<file path="src/rtl/trig_pkg.sv">
package trig_pkg;
    localparam logic [3:0] A_CTRL   = 4'd0;
    localparam logic [3:0] A_LUTSEL = 4'd1;
    localparam logic [3:0] A_LUTDAT = 4'd2;
    localparam logic [3:0] A_EDGE0  = 4'd3;
    localparam logic [3:0] A_POS0   = 4'd8;
    localparam logic [3:0] A_POS1   = 4'd9;
    localparam logic [3:0] A_POS2   = 4'd10;
    localparam int EDGE_EN_BIT   = 8;
    localparam int EDGE_RISE_BIT = 9;
    localparam int STAT_FIRED_BIT = 5;
endpackage

</file>
<file path="src/rtl/trig_quad_lut.sv">
module trig_quad_lut #(
    parameter int QW = 4
) (
    input  logic [(1<<QW)-1:0] table_i,
    input  logic [QW-1:0]      nib_i,
    output logic               match_o
);
    always_comb match_o = table_i[nib_i];
endmodule

</file>
<file path="src/rtl/trig_edge_det.sv">
module trig_edge_det #(
    parameter int N_CH = 16,
    localparam int SEL_W = $clog2(N_CH)
) (
    input  logic             en_i,
    input  logic             rise_i,
    input  logic [SEL_W-1:0] ch_i,
    input  logic [N_CH-1:0]  cur_i,
    input  logic [N_CH-1:0]  prev_i,
    output logic             hit_o
);
    logic now_b, old_b;
    always_comb begin
        now_b = cur_i[ch_i];
        old_b = prev_i[ch_i];
        if (rise_i) hit_o = en_i && !old_b && now_b;
        else        hit_o = en_i && old_b && !now_b;
    end
endmodule

</file>
<file path="src/rtl/trig_unit.sv">
module trig_unit
    import trig_pkg::*;
#(
    parameter int N_CH   = 16,
    parameter int N_EDGE = 2,
    parameter int POS_W  = 24,
    localparam int NQ     = N_CH / 4,
    localparam int QSEL_W = (NQ > 1) ? $clog2(NQ) : 1,
    localparam int SEL_W  = $clog2(N_CH)
) (
    input  logic             clk,
    input  logic             rst_n,
    input  logic             cfg_we,
    input  logic [3:0]       cfg_addr,
    input  logic [15:0]      cfg_wdata,
    input  logic [3:0]       rd_addr,
    output logic [7:0]       rd_data,
    input  logic             smp_valid,
    input  logic [N_CH-1:0]  smp_data,
    output logic             fired,
    output logic [POS_W-1:0] trig_pos
);
    typedef struct packed {
        logic [NQ-1:0][15:0]         lut;
        logic [QSEL_W-1:0]           lut_sel;
        logic [N_EDGE-1:0]           e_en;
        logic [N_EDGE-1:0]           e_rise;
        logic [N_EDGE-1:0][SEL_W-1:0] e_ch;
        logic [N_CH-1:0]             prev;
        logic                        armed;
        logic                        fired;
        logic [POS_W-1:0]            cnt;
        logic [POS_W-1:0]            pos;
    } st_t;

    st_t q, d;
    logic [NQ-1:0]     qmatch;
    logic [N_EDGE-1:0] ehit;
    logic              mask_ok, edge_ok, hit, arm_wr;

    for (genvar g = 0; g < NQ; g++) begin : g_quad
        trig_quad_lut #(.QW(4)) u_lut (
            .table_i (q.lut[g]),
            .nib_i   (smp_data[4*g +: 4]),
            .match_o (qmatch[g])
        );
    end

    for (genvar e = 0; e < N_EDGE; e++) begin : g_edge
        trig_edge_det #(.N_CH(N_CH)) u_edge (
            .en_i   (q.e_en[e]),
            .rise_i (q.e_rise[e]),
            .ch_i   (q.e_ch[e]),
            .cur_i  (smp_data),
            .prev_i (q.prev),
            .hit_o  (ehit[e])
        );
    end

    always_comb begin
        mask_ok = &qmatch;
        edge_ok = (|q.e_en) ? (|ehit) : 1'b1;
        hit     = mask_ok && edge_ok;
        arm_wr  = cfg_we && (cfg_addr == A_CTRL) && cfg_wdata[0];
    end

    always_comb begin
        d = q;
        if (cfg_we) begin
            if (cfg_addr == A_LUTSEL) d.lut_sel = cfg_wdata[QSEL_W-1:0];
            if (cfg_addr == A_LUTDAT) d.lut[q.lut_sel] = cfg_wdata;
            for (int e = 0; e < N_EDGE; e++) begin
                if (cfg_addr == A_EDGE0 + 4'(e)) begin
                    d.e_ch[e]   = cfg_wdata[SEL_W-1:0];
                    d.e_en[e]   = cfg_wdata[EDGE_EN_BIT];
                    d.e_rise[e] = cfg_wdata[EDGE_RISE_BIT];
                end
            end
        end
        if (smp_valid) d.prev = smp_data;
        if (arm_wr) begin
            d.armed = 1'b1;
            d.fired = 1'b0;
            d.cnt   = '0;
        end else if (q.armed && smp_valid) begin
            d.cnt = q.cnt + 1'b1;
            if (!q.fired && hit) begin
                d.fired = 1'b1;
                d.pos   = q.cnt;
            end
        end
    end

    always_ff @(posedge clk) begin
        if (!rst_n) begin
            q         <= '0;
            q.lut     <= '1;
        end else begin
            q <= d;
        end
    end

    always_comb begin
        fired    = q.fired;
        trig_pos = q.pos;
        rd_data  = '0;
        case (rd_addr)
            A_CTRL: begin
                rd_data[STAT_FIRED_BIT] = q.fired;
                rd_data[0]              = q.armed;
            end
            A_POS0: rd_data = q.pos[7:0];
            A_POS1: rd_data = q.pos[15:8];
            A_POS2: rd_data = q.pos[23:16];
            default: rd_data = '0;
        endcase
    end

    AST_FIRED_STICKY: assert property (@(posedge clk) disable iff (!rst_n)
        q.fired && !arm_wr |=> q.fired);
    AST_POS_HELD: assert property (@(posedge clk) disable iff (!rst_n)
        q.fired && !arm_wr |=> $stable(q.pos));
    AST_ARM_CLEARS: assert property (@(posedge clk) disable iff (!rst_n)
        arm_wr |=> !q.fired && q.armed && q.cnt == '0);
    AST_FIRE_NEEDS_SAMPLE: assert property (@(posedge clk) disable iff (!rst_n)
        $rose(q.fired) |-> $past(smp_valid) && $past(q.armed));
    AST_IDLE_NO_COUNT: assert property (@(posedge clk) disable iff (!rst_n)
        !smp_valid && !arm_wr |=> $stable(q.cnt));
    AST_PREV_HOLD: assert property (@(posedge clk) disable iff (!rst_n)
        !smp_valid |=> $stable(q.prev));
endmodule

</file>
<file path="config.mk">
export PLATFORM = sky130hd
export DESIGN_NAME = trig_unit
export DESIGN_NICKNAME = d
export VERILOG_FILES = /design/src/rtl/trig_pkg.sv /design/src/rtl/trig_quad_lut.sv /design/src/rtl/trig_edge_det.sv /design/src/rtl/trig_unit.sv
export SDC_FILE = /design/constraint.sdc
export NUM_CORES = 1
export LEC_CHECK = 0
export ABC_AREA = 1
export BUFFER_PORTS_ARGS = -buffer_cell sky130_fd_sc_hd__buf_2
export CAP_MARGIN = 20
export CORE_ASPECT_RATIO = 0.6
export CORE_MARGIN = 5
export CORE_UTILIZATION = 59
export CTS_CLUSTER_SIZE = 8
export DETAILED_ROUTE_END_ITERATION = 10
export GPL_TIMING_DRIVEN = 0
export MAX_ROUTING_LAYER = met4
export PLACE_DENSITY_LB_ADDON = 0.2
export RECOVER_POWER = 100
export SKIP_CTS_REPAIR_TIMING = 1
export SLEW_MARGIN = 0
export SYNTH_ARGS = -nofsm -noshare
export SYNTH_HDL_FRONTEND = slang
export SYNTH_SLANG_ARGS = --single-unit
export TNS_END_PERCENT = 10
</file>
<file path="constraint.sdc">
create_clock -name clk -period 2.6 [get_ports clk]
set_clock_uncertainty 0.1 [all_clocks]
set_input_delay 0.13 -clock clk [delete_from_list [all_inputs] [get_ports clk]]
set_output_delay 0.13 -clock clk [all_outputs]
set_load 0.005 [all_outputs]
</file>
After elaboration in Yosys (flattened, before gate mapping)
Cells that the tools add are included.
{ "word_totals": {"ff_bits": 144, "out_inout_bits": 33, "word_cells": 91} }
{ "classes": {"n_mux": 26, "add_sub_neg": 1, "n_eq_ne": 7, "bitwise": 2, "n_lt_le_gt_ge": 8, "reduce_logical": 31} }
{ "ops": {"columns": ["cell", "count"], "rows": [
  ["$bwmux 64", 1],
  ["$bmux 1 s4", 8],
  ["$demux 16 s2", 1],
  ["$lt 4x5->1 const B", 6],
  ["$add 24x1->24 const B", 1],
  ["$mux 16", 1],
  ["$logic_and 1x1->1", 14],
  ["$eq 4x4->1 const B", 3],
  ["$pmux 4 s3", 1],
  ["$mux 1", 11],
  ["$reduce_and 2->1", 5],
  ["$eq 4x2->1 const B", 2],
  ["$logic_not 4->1", 2],
  ["$pmux 1 s4", 2],
  ["$pmux 2 s3", 1],
  ["$reduce_or 2->1", 3],
  ["$logic_not 1->1", 5],
  ["$eq 4x1->1 const B", 1],
  ["$eq 4x3->1 const B", 1],
  ["$reduce_and 4->1", 1],
  ["$lt 2x3->1 const B", 1],
  ["$reduce_and 3->1", 1],
  ["$ge 2x1->1 const B", 1],
  ["$not 1->1", 2]
]} }

Depth between registers and ports, before layout
Gate-level depths: netlist of run 1.
{ "logic_depth": {"depth_word": 11, "depth_mapped": 17, "ltp_nobuf": 16} }

Cells and area by module
From an unflattened synthesis of run 1, not the netlist that was laid out.
{ "unflattened": {"cells_unflattened": 1217, "hier_area_um2": 7672.4} }
{ "modules_own_cells": {"columns": ["mod", "instances", "seq_area_each_um2", "area_each_um2", "cells_per_inst"], "rows": [
  ["trig_unit", 1, 2882.8, 5883.1, 827],
  ["trig_quad_lut", 4, 0.0, 230.2, 50],
  ["trig_edge_det", 2, 0.0, 434.2, 95]
]} }

Worst setup path before layout of run 1
Ideal clock, no wire load.
{ "synth_timing": {"kind": "flip-flop to flip-flop", "startpoint": "register q[25] (netlist bit)", "endpoint": "register q[44] (netlist bit)", "stages_incl_launch_ff": 17, "synth_period_minus_slack_ns": 1.927, "arrival_ns": 1.699, "path_slack_ns": 0.673, "path_buffers": 0, "path_cell_list": "dfxtp_1 -> ha_1 -> inv_1 -> nor2_2 -> inv_2 -> nor2_2 -> nand2_1 -> nor2_2 -> nand2_2 -> nor2_4 -> nand2_2 -> nor2_2 -> nand2_2 -> nor2_4 -> nand2_1 -> xor2_1 -> nor2_1"} }
{ "synth_between": {"elab_chain_cells": 1} }
{ "synth_lines": {"columns": ["item", "line", "text"], "rows": [
  ["start, declared", "trig_unit.sv:36", "st_t q, d;"],
  ["$add 24x1->24", "trig_unit.sv:86", "d.cnt = q.cnt + 1'b1;"]
]} }
No other way between the ends.
A chain may end at the register's enable or synchronous reset.

Final worst setup path of run 1
{ "layout_timing": {"startpoint": "register q[70] (netlist bit)", "endpoint": "register q (netlist bit trig_pos[18])"} }
{ "layout_between": {"elab_chain_cells": 11} }
{ "layout_lines": {"columns": ["item", "line", "text"], "rows": [
  ["$bmux 1 s4", "trig_edge_det.sv:15", "old_b = prev_i[ch_i];"],
  ["$mux 1 (not written as such)", "trig_edge_det.sv:15", null],
  ["$logic_not 1->1", "trig_edge_det.sv:16", "if (rise_i) hit_o = en_i && !old_b && now_b;"],
  ["$logic_and 1x1->1 (2 in series)", "trig_edge_det.sv:16", null],
  ["$mux 1 *", "trig_edge_det.sv:16", null],
  ["$reduce_or 2->1 *", "trig_unit.sv:62", "edge_ok = (|q.e_en) ? (|ehit) : 1'b1;"],
  ["$mux 1 *", "trig_unit.sv:62", null],
  ["$logic_and 1x1->1 *", "trig_unit.sv:63", "hit = mask_ok && edge_ok;"],
  ["$logic_and 1x1->1 *", "trig_unit.sv:87", "if (!q.fired && hit) begin"],
  ["$reduce_and 3->1 (no source line) *", null, null]
]} }
Every way passes the cells marked *; elsewhere a longest branch is shown, timed or not. The select of a mux whose other input is x is not followed.

==> out/qor.csv, run 1 <==
metric;value;unit
Adder-Cell Fraction of Synth Area;0.169;%
routed wire length;23000;um
RR Endpoint;trig_pos[18]$_SDFFE_PN0P_;
DRC violations left;0;
Die H;96.8;um
most common cell after layout, fill and taps aside;nand2_1;
setup slack at placement;63.8;ps
Synth async-reset ratio;0;%
post-synthesis compound-gate area fraction;9.73;%
crit path kind;flip-flop to flip-flop;
final-stage net count;1270;
CP cell instances;buf_4 > buf_2 > nand2_1 > nand3_1 > nand3_1 > nand3_1 > nand3_1 > nand2_1 > nand3_1 > nand3_4 > buf_2 > nand4_1 > nand2_1 > nor2_1;
total CTS buffers;17;
wire length per cell;16.4;um
Filler cells;1067;
Starting DRT DRC Count;835;
startpoint class of the critical path;flip-flop;
CP max FO;10;
post-synthesis xor/xnor area fraction;0.828;%
Main synth FF type;dfxtp_1;
Tightest Pin Transition;875;ps
Pwr Total;5.09;mW
Final Slew Violations;0;
Post-Synth Simple-Gate Area;36.8;%
Post-synth EDFFs;0;
Rel. slew slack;41.2;%
largest net degree at the start of global routing;17;
final setup vio count;0;
CTS tree;yes;
CP arrival;2670;ps
violated checks;hold timing;
initial antenna violation count;0;
min-delay worst type;primary input to flip-flop;
R2R cell count;14;
syn_nets;1163;
RSZ-0062 raised after global routing;no;
Static Leak;4.04;nW
global route total overflow;0;
Sink Count;144;
final core utilization;71.3;%
Clk Latency, worst-skew pair;420;ps
post-synth design cell area;7400;um^2
Worst Setup End Kind;flip-flop;
die width;155;um
Total GRT Usage;31.1;%
clock tree buffer depth;2;
Seq/Total Area, Yosys;38.9;%
Syn Inst Count;1118;
setup TNS;0;ps
Synth warnings;0;
mux cell area share after synthesis;0;%
FF+latch count, synth;144;
status;finished, violations left;
most frequent cells in the layout;nand2_1, nand3_1, dfxtp_1;
Worst Hold End;q[61]$_SDFFE_PN0P_;
hold-critical path depth;3;
IO Pins;77;
first-pass GRT wire length;36200;um
critical path's most frequent cell;nand3_1;
# diodes;0;
Max Cap Violations;0;
die area;15000;um^2
worst stage delay on the critical path;310;ps
count of cell types in the netlist;36;
DRT Pass-1 Iters;6;
Worst Hold Launch;smp_data[11];
detailed placement HPWL;17100;um
Fin. Hold Viols;5;
final worst setup slack;141;ps
Worst-path clk slew;70;ps
crit path time final;2460;ps
R2R setup slack;140;ps
Crit-path slowest cell;buf_2;
CTS root buffer;clkbuf_16;
Hold Slack;-33.6;ps
Avg Cell Area, Syn;6.62;um^2
Max IR drop VDD;375;uV
Critical Path RT;2820;ps
Synth-to-Final Area Change;17.2;%
combinational family with the most area after synthesis;simple AND/OR/NAND/NOR gates;
DR vias;7777;
vias in the first global route;6710;
Pwr per Cell Area;586;nW/um^2
H-Tree Depth;4;
layout cells sized above 1;13.3;%
Buffers on Ports;72;
placer congestion estimate;0.977;
Vias per Instance;5.54;
crit share post-route;94.6;%
Core Rows;31;
core area;12200;um^2
fmax;407;MHz
Initial Utilization;60.8;%
worst r2r src;q[70]$_SDFFE_PN0P_;
antenna viol nets, final;0;
==> worst max-delay path: cells and delay by family (launching register included) <==
kind	cells	cell delay [ps]
flops	1	300
buf+inv	3	720
simple gates	11	1260
==> cell usage after synthesis (2+ instances only) <==
cell | instances | area [um^2]
nand4_1 | 42 | 263
a221o_1 | 2 | 20.0
inv_1 | 139 | 522
o211ai_1 | 14 | 105
nor3_1 | 8 | 40.0
inv_2 | 11 | 41.3
nand3b_1 | 2 | 15.0
o221ai_1 | 6 | 52.6
clkbuf_1 | 31 | 116
nor3b_1 | 2 | 15.0
buf_4 | 30 | 225
nor2_2 | 4 | 25.0
buf_6 | 2 | 22.5
nand2_2 | 4 | 25.0
a21oi_1 | 44 | 220
nand3_1 | 148 | 741
o22ai_1 | 8 | 50.1
clkinv_1 | 2 | 7.51
nor2_4 | 3 | 33.8
xor2_1 | 7 | 61.3
nand2_1 | 310 | 1160
buf_2 | 14 | 70.1
o21ai_0 | 52 | 260
nor4_1 | 3 | 18.8
dfxtp_1 | 144 | 2880
nor2_1 | 74 | 278
nor3_2 | 3 | 30.0
==> final cells by class <==
| class | count | area [um^2] | share of cell area, % |
|---|---|---|---|
| multi-input combinational | 745 | 3500 | 40.3 |
| sequential | 144 | 2880 | 33.2 |
| buffer | 77 | 438 | 5.05 |
| tap | 165 | 206 | 2.38 |
| timing repair buffer | 87 | 492 | 5.67 |
| clock inverter | 13 | 138 | 1.59 |
| clock buffer | 19 | 443 | 5.10 |
| inverter | 152 | 574 | 6.62 |
| timing repair inverter | 1 | 5.00 | 0.0577 |
==> routing by layer <==
| metal | vias up | global-route usage [%] | wire (um) |
|---|---|---|---|
| met5 | - | - | 0 |
| met4 | 0 | 4.95 | 200 |
| met3 | 21 | 9.19 | 3420 |
| met2 | 444 | 37.6 | 8460 |
| met1 | 3516 | 50.0 | 10900 |
| li1 | 3796 | - | - |
==> metrics by stage <==
stage,hold slack (ps),cell area (um^2),instances
after floorplan,156,7400,1118
after global placement,324,7970,1355
after detailed placement,329,7980,1356
after CTS,-90.2,8560,1388
after global routing,2.59,8680,1403
final,-33.6,8680,1403
==> cell families (layout without fill, tap and decap cells) <==
family                     count (synthesis)  in the layout
and+or+nand+nor                          609            609
buffers and inverters                    229            349
xor gates and xnor gates                   7              7
adders and majority gates                  1              1
DFF                                      144            144
AOI/OAI and AO/OA                        128            128
==> report_power, final <==
part           switching [mW]  internal [mW]  total, mW
clock                   0.974           1.44       2.41
sequential             0.0173           2.24       2.25
combinational           0.291          0.132      0.422
total                    1.28           3.81       5.09
==> registers in the layout, indices dropped and copies added, names as in the netlist <==
name,count
trig_pos,24
q,119
fired,1
==> worst max path at each step <==
stage / start / end / slack [ps] / depth (start not counted)
CTS: q[67]$_SDFFE_PN0P_ / trig_pos[19]$_SDFFE_PN0P_ / 50 / 14
global route: q[66]$_SDFFE_PN0P_ / trig_pos[19]$_SDFFE_PN0P_ / 6 / 14
floorplan: q[25]$_SDFFE_PP0P_ / q[44]$_SDFFE_PP0P_ / 670 / 16
finish: q[70]$_SDFFE_PN0P_ / trig_pos[18]$_SDFFE_PN0P_ / 140 / 14
detailed placement: q[67]$_SDFFE_PN0P_ / trig_pos[19]$_SDFFE_PN0P_ / 60 / 14
global placement: q[67]$_SDFFE_PN0P_ / trig_pos[18]$_SDFFE_PN0P_ / 80 / 13
(Power assumes the default switching activity.)
==> run 2: changes to the inputs <==
--- a/config.mk
+++ b/config.mk
@@ -10,7 +10,7 @@
 export CAP_MARGIN = 20
 export CORE_ASPECT_RATIO = 0.6
 export CORE_MARGIN = 5
-export CORE_UTILIZATION = 59
+export CORE_UTILIZATION = 64
 export CTS_CLUSTER_SIZE = 8
 export DETAILED_ROUTE_END_ITERATION = 10
 export GPL_TIMING_DRIVEN = 0
==> constraint.sdc (replaced) <==
create_clock -name clk -period 3.1 [get_ports clk]
set_clock_uncertainty 0.1 [all_clocks]
set_input_delay 0.155 -clock clk [delete_from_list [all_inputs] [get_ports clk]]
set_output_delay 0.155 -clock clk [all_outputs]
set_load 0.005 [all_outputs]
==> out/qor.csv, run 2 (same netlist as run 1, synthesis figures left out) <==
metric;value;unit;change
crit path time final;2850;ps;was 2460 ps
Net Sw Frac;25.6;%;was 25.2%
setup TNS;0;ps;unchanged
Max Cap Violations;0;;unchanged
Tightest Pin Transition;1140;ps;was 875 ps
final instance area;8580;um^2;was 8680 um^2
detailed placement HPWL;17100;um;about the same
Core Rows;30;;was 31
startpoint class of the critical path;flip-flop;;unchanged
CTS root buffer;clkbuf_16;;unchanged
min-delay worst type;primary input to flip-flop;;unchanged
global route total overflow;0;;unchanged
antenna viol nets, final;0;;unchanged
RSZ-0062 raised after global routing;no;;unchanged
final setup vio count;0;;unchanged
final-stage net count;1266;;was 1270
H-Tree Depth;4;;unchanged
Clock Power Share;47.3;%;was 47.4%
Pwr per Cell Area;495;nW/um^2;was 586 nW/um^2
max reg flops;119;;unchanged
initial antenna violation count;0;;unchanged
P_sw;1.09;mW;was 1.28 mW
Sequential Power Share;44.4;%;was 44.3%
Finished Layout Cells;1393;;was 1403
Placement Cell Area;7970;um^2;was 7980 um^2
crit path kind;flip-flop to flip-flop;;unchanged
routed wire length;23100;um;was 23000 um
dpl cells;1350;;was 1356
DRC violations left;0;;unchanged
placer congestion estimate;1.00;;was 0.977
Fin. Hold Viols;6;;was 5
Final Slew Violations;0;;unchanged
fmax;351;MHz;was 407 MHz
R2R cell count;13;;was 14
most frequent cells in the layout;nand2_1, nand3_1, dfxtp_1;;unchanged
# diodes;0;;unchanged
Synth-to-Final Area Change;15.8;%;was 17.2%
Worst Hold Launch;smp_data[3];;was smp_data[11]
CTS tree;yes;;unchanged
most common cell after layout, fill and taps aside;nand2_1;;unchanged
combinational share of power;8.3;%;about the same
Sink Count;144;;unchanged
Critical Path RT;3320;ps;was 2820 ps
RR Endpoint;trig_pos[18]$_SDFFE_PN0P_;;unchanged
core area;11300;um^2;was 12200 um^2
Biggest register;q;;unchanged
Worst Setup End Kind;flip-flop;;unchanged
violated checks;hold timing;;unchanged
DRT Pass-1 Iters;6;;unchanged
Buffers on Ports;72;;unchanged
crit share post-route;91.8;%;was 94.6%
Max IR drop VDD;365;uV;was 375 uV
status;finished, violations left;;unchanged
Worst Hold End;q[53]$_SDFFE_PN0P_;;was q[61]$_SDFFE_PN0P_
grt met3 use;11.2;%;was 9.19%
worst r2r src;q[67]$_SDFFE_PN0P_;;was q[70]$_SDFFE_PN0P_
Vias per Instance;5.62;;was 5.54
GR Layer Usage met1;52.5;%;was 50.0%
layout cells sized above 1;12.4;%;was 13.3%
first-pass GRT wire length;36000;um;was 36200 um
Die H;93.3;um;was 96.8 um
Pint;3.16;mW;was 3.81 mW
Total GRT Usage;34.3;%;was 31.1%
Starting DRT DRC Count;915;;was 835
Initial Utilization;65.5;%;was 60.8%
die area;13900;um^2;was 15000 um^2
met2 Use GR;43.0;%;was 37.6%
R2R setup slack;250;ps;was 140 ps
Clk Latency, worst-skew pair;430;ps;was 420 ps
Static Leak;4.02;nW;was 4.04 nW
CP arrival;3060;ps;was 2670 ps
Hold Slack;-14.1;ps;was -33.6 ps
total CTS buffers;17;;unchanged
CP max FO;10;;unchanged
wire length per cell;16.6;um;was 16.4 um
DR vias;7822;;was 7777
IO Pins;77;;unchanged
hold-critical path depth;3;;unchanged
Rel. slew slack;23.6;%;was 41.2%
vias in the first global route;6833;;was 6710
busiest grt layer;met1;;unchanged
clock tree buffer depth;2;;unchanged
Worst-path clk slew;60;ps;was 70 ps
Filler cells;894;;was 1067
largest net degree at the start of global routing;17;;unchanged
die width;149;um;was 155 um
-- run 2: changes by cell type in the layout (fill, tap and decap cells not counted), moves of 2 or more --
cell | previous run | this run
clkbuf_1 | 43 | 46
clkbuf_4 | 25 | 22
clkinv_4 | 2 | 4
clkinvlp_4 | 4 | 1
dlygate4sd3_1 | 14 | 11
nand3_4 | 2 | 0
nor2_1 | 75 | 78
nor2_2 | 3 | 1
nor3_2 | 2 | 0
-- run 2: routing by layer --
layer | wire [um] | up-vias
met4 | 256 | 0
met1 | 11000 | 3547
met5 | 0 | -
met3 | 3290 | 33
li1 | - | 3800
met2 | 8600 | 442
-- run 2: cell type report --
cell class	count	area, um^2	share of cell area (%)
multi-input combinational	745	3460	40.4
sequential	144	2880	33.6
inverter	152	571	6.65
timing repair buffer	84	459	5.35
buffer	77	433	5.05
clock buffer	18	429	5.00
tap	160	200	2.33
clock inverter	13	140	1.63
-- run 2: worst max-delay path: stages (launching register included) --
cell,delay [ps]
dfxtp_1,310
buf_2,250
clkinv_1,400
nand3_1,210
nand3_1,130
nand3_1,180
nand3_1,110
nand2_1,80
nand3_1,70
nand3_2,170
clkbuf_1,340
nand4_1,180
nand2_1,150
nor2_1,50
-- run 2: per-stage QoR --
step	hold slack (ps)	setup slack (ps)	power (mW)	utilization [%]
floorplan	181	1170	2.12	-
global placement	333	597	2.25	70.5
detailed placement	337	542	2.25	70.5
CTS	-69.3	525	4.22	75.5
global route	6.92	145	4.37	75.9
finish	-14.1	254	4.25	75.9
-- run 2: how the worst max path moves through the flow --
stage | start | to | slack (ps) | cells after the start
floorplan | q[25]$_SDFFE_PP0P_ | q[44]$_SDFFE_PP0P_ | 1170 | 16
global placement | q[67]$_SDFFE_PN0P_ | trig_pos[9]$_SDFFE_PN0P_ | 600 | 14
detailed placement | q[67]$_SDFFE_PN0P_ | trig_pos[11]$_SDFFE_PN0P_ | 540 | 13
CTS | q[67]$_SDFFE_PN0P_ | trig_pos[11]$_SDFFE_PN0P_ | 530 | 13
global route | q[25]$_SDFFE_PP0P_ | q[44]$_SDFFE_PP0P_ | 150 | 16
finish | q[67]$_SDFFE_PN0P_ | trig_pos[18]$_SDFFE_PN0P_ | 250 | 13
-- run 2: power by group through the flow --
stage / Clock [mW] / Combinational [mW] / Sequential (mW)
after floorplan: 0 / 0.196 / 1.92
after global placement: 0 / 0.320 / 1.93
after detailed placement: 0 / 0.324 / 1.93
after CTS: 2.00 / 0.326 / 1.89
after global routing: 2.10 / 0.380 / 1.89
final: 2.01 / 0.352 / 1.89
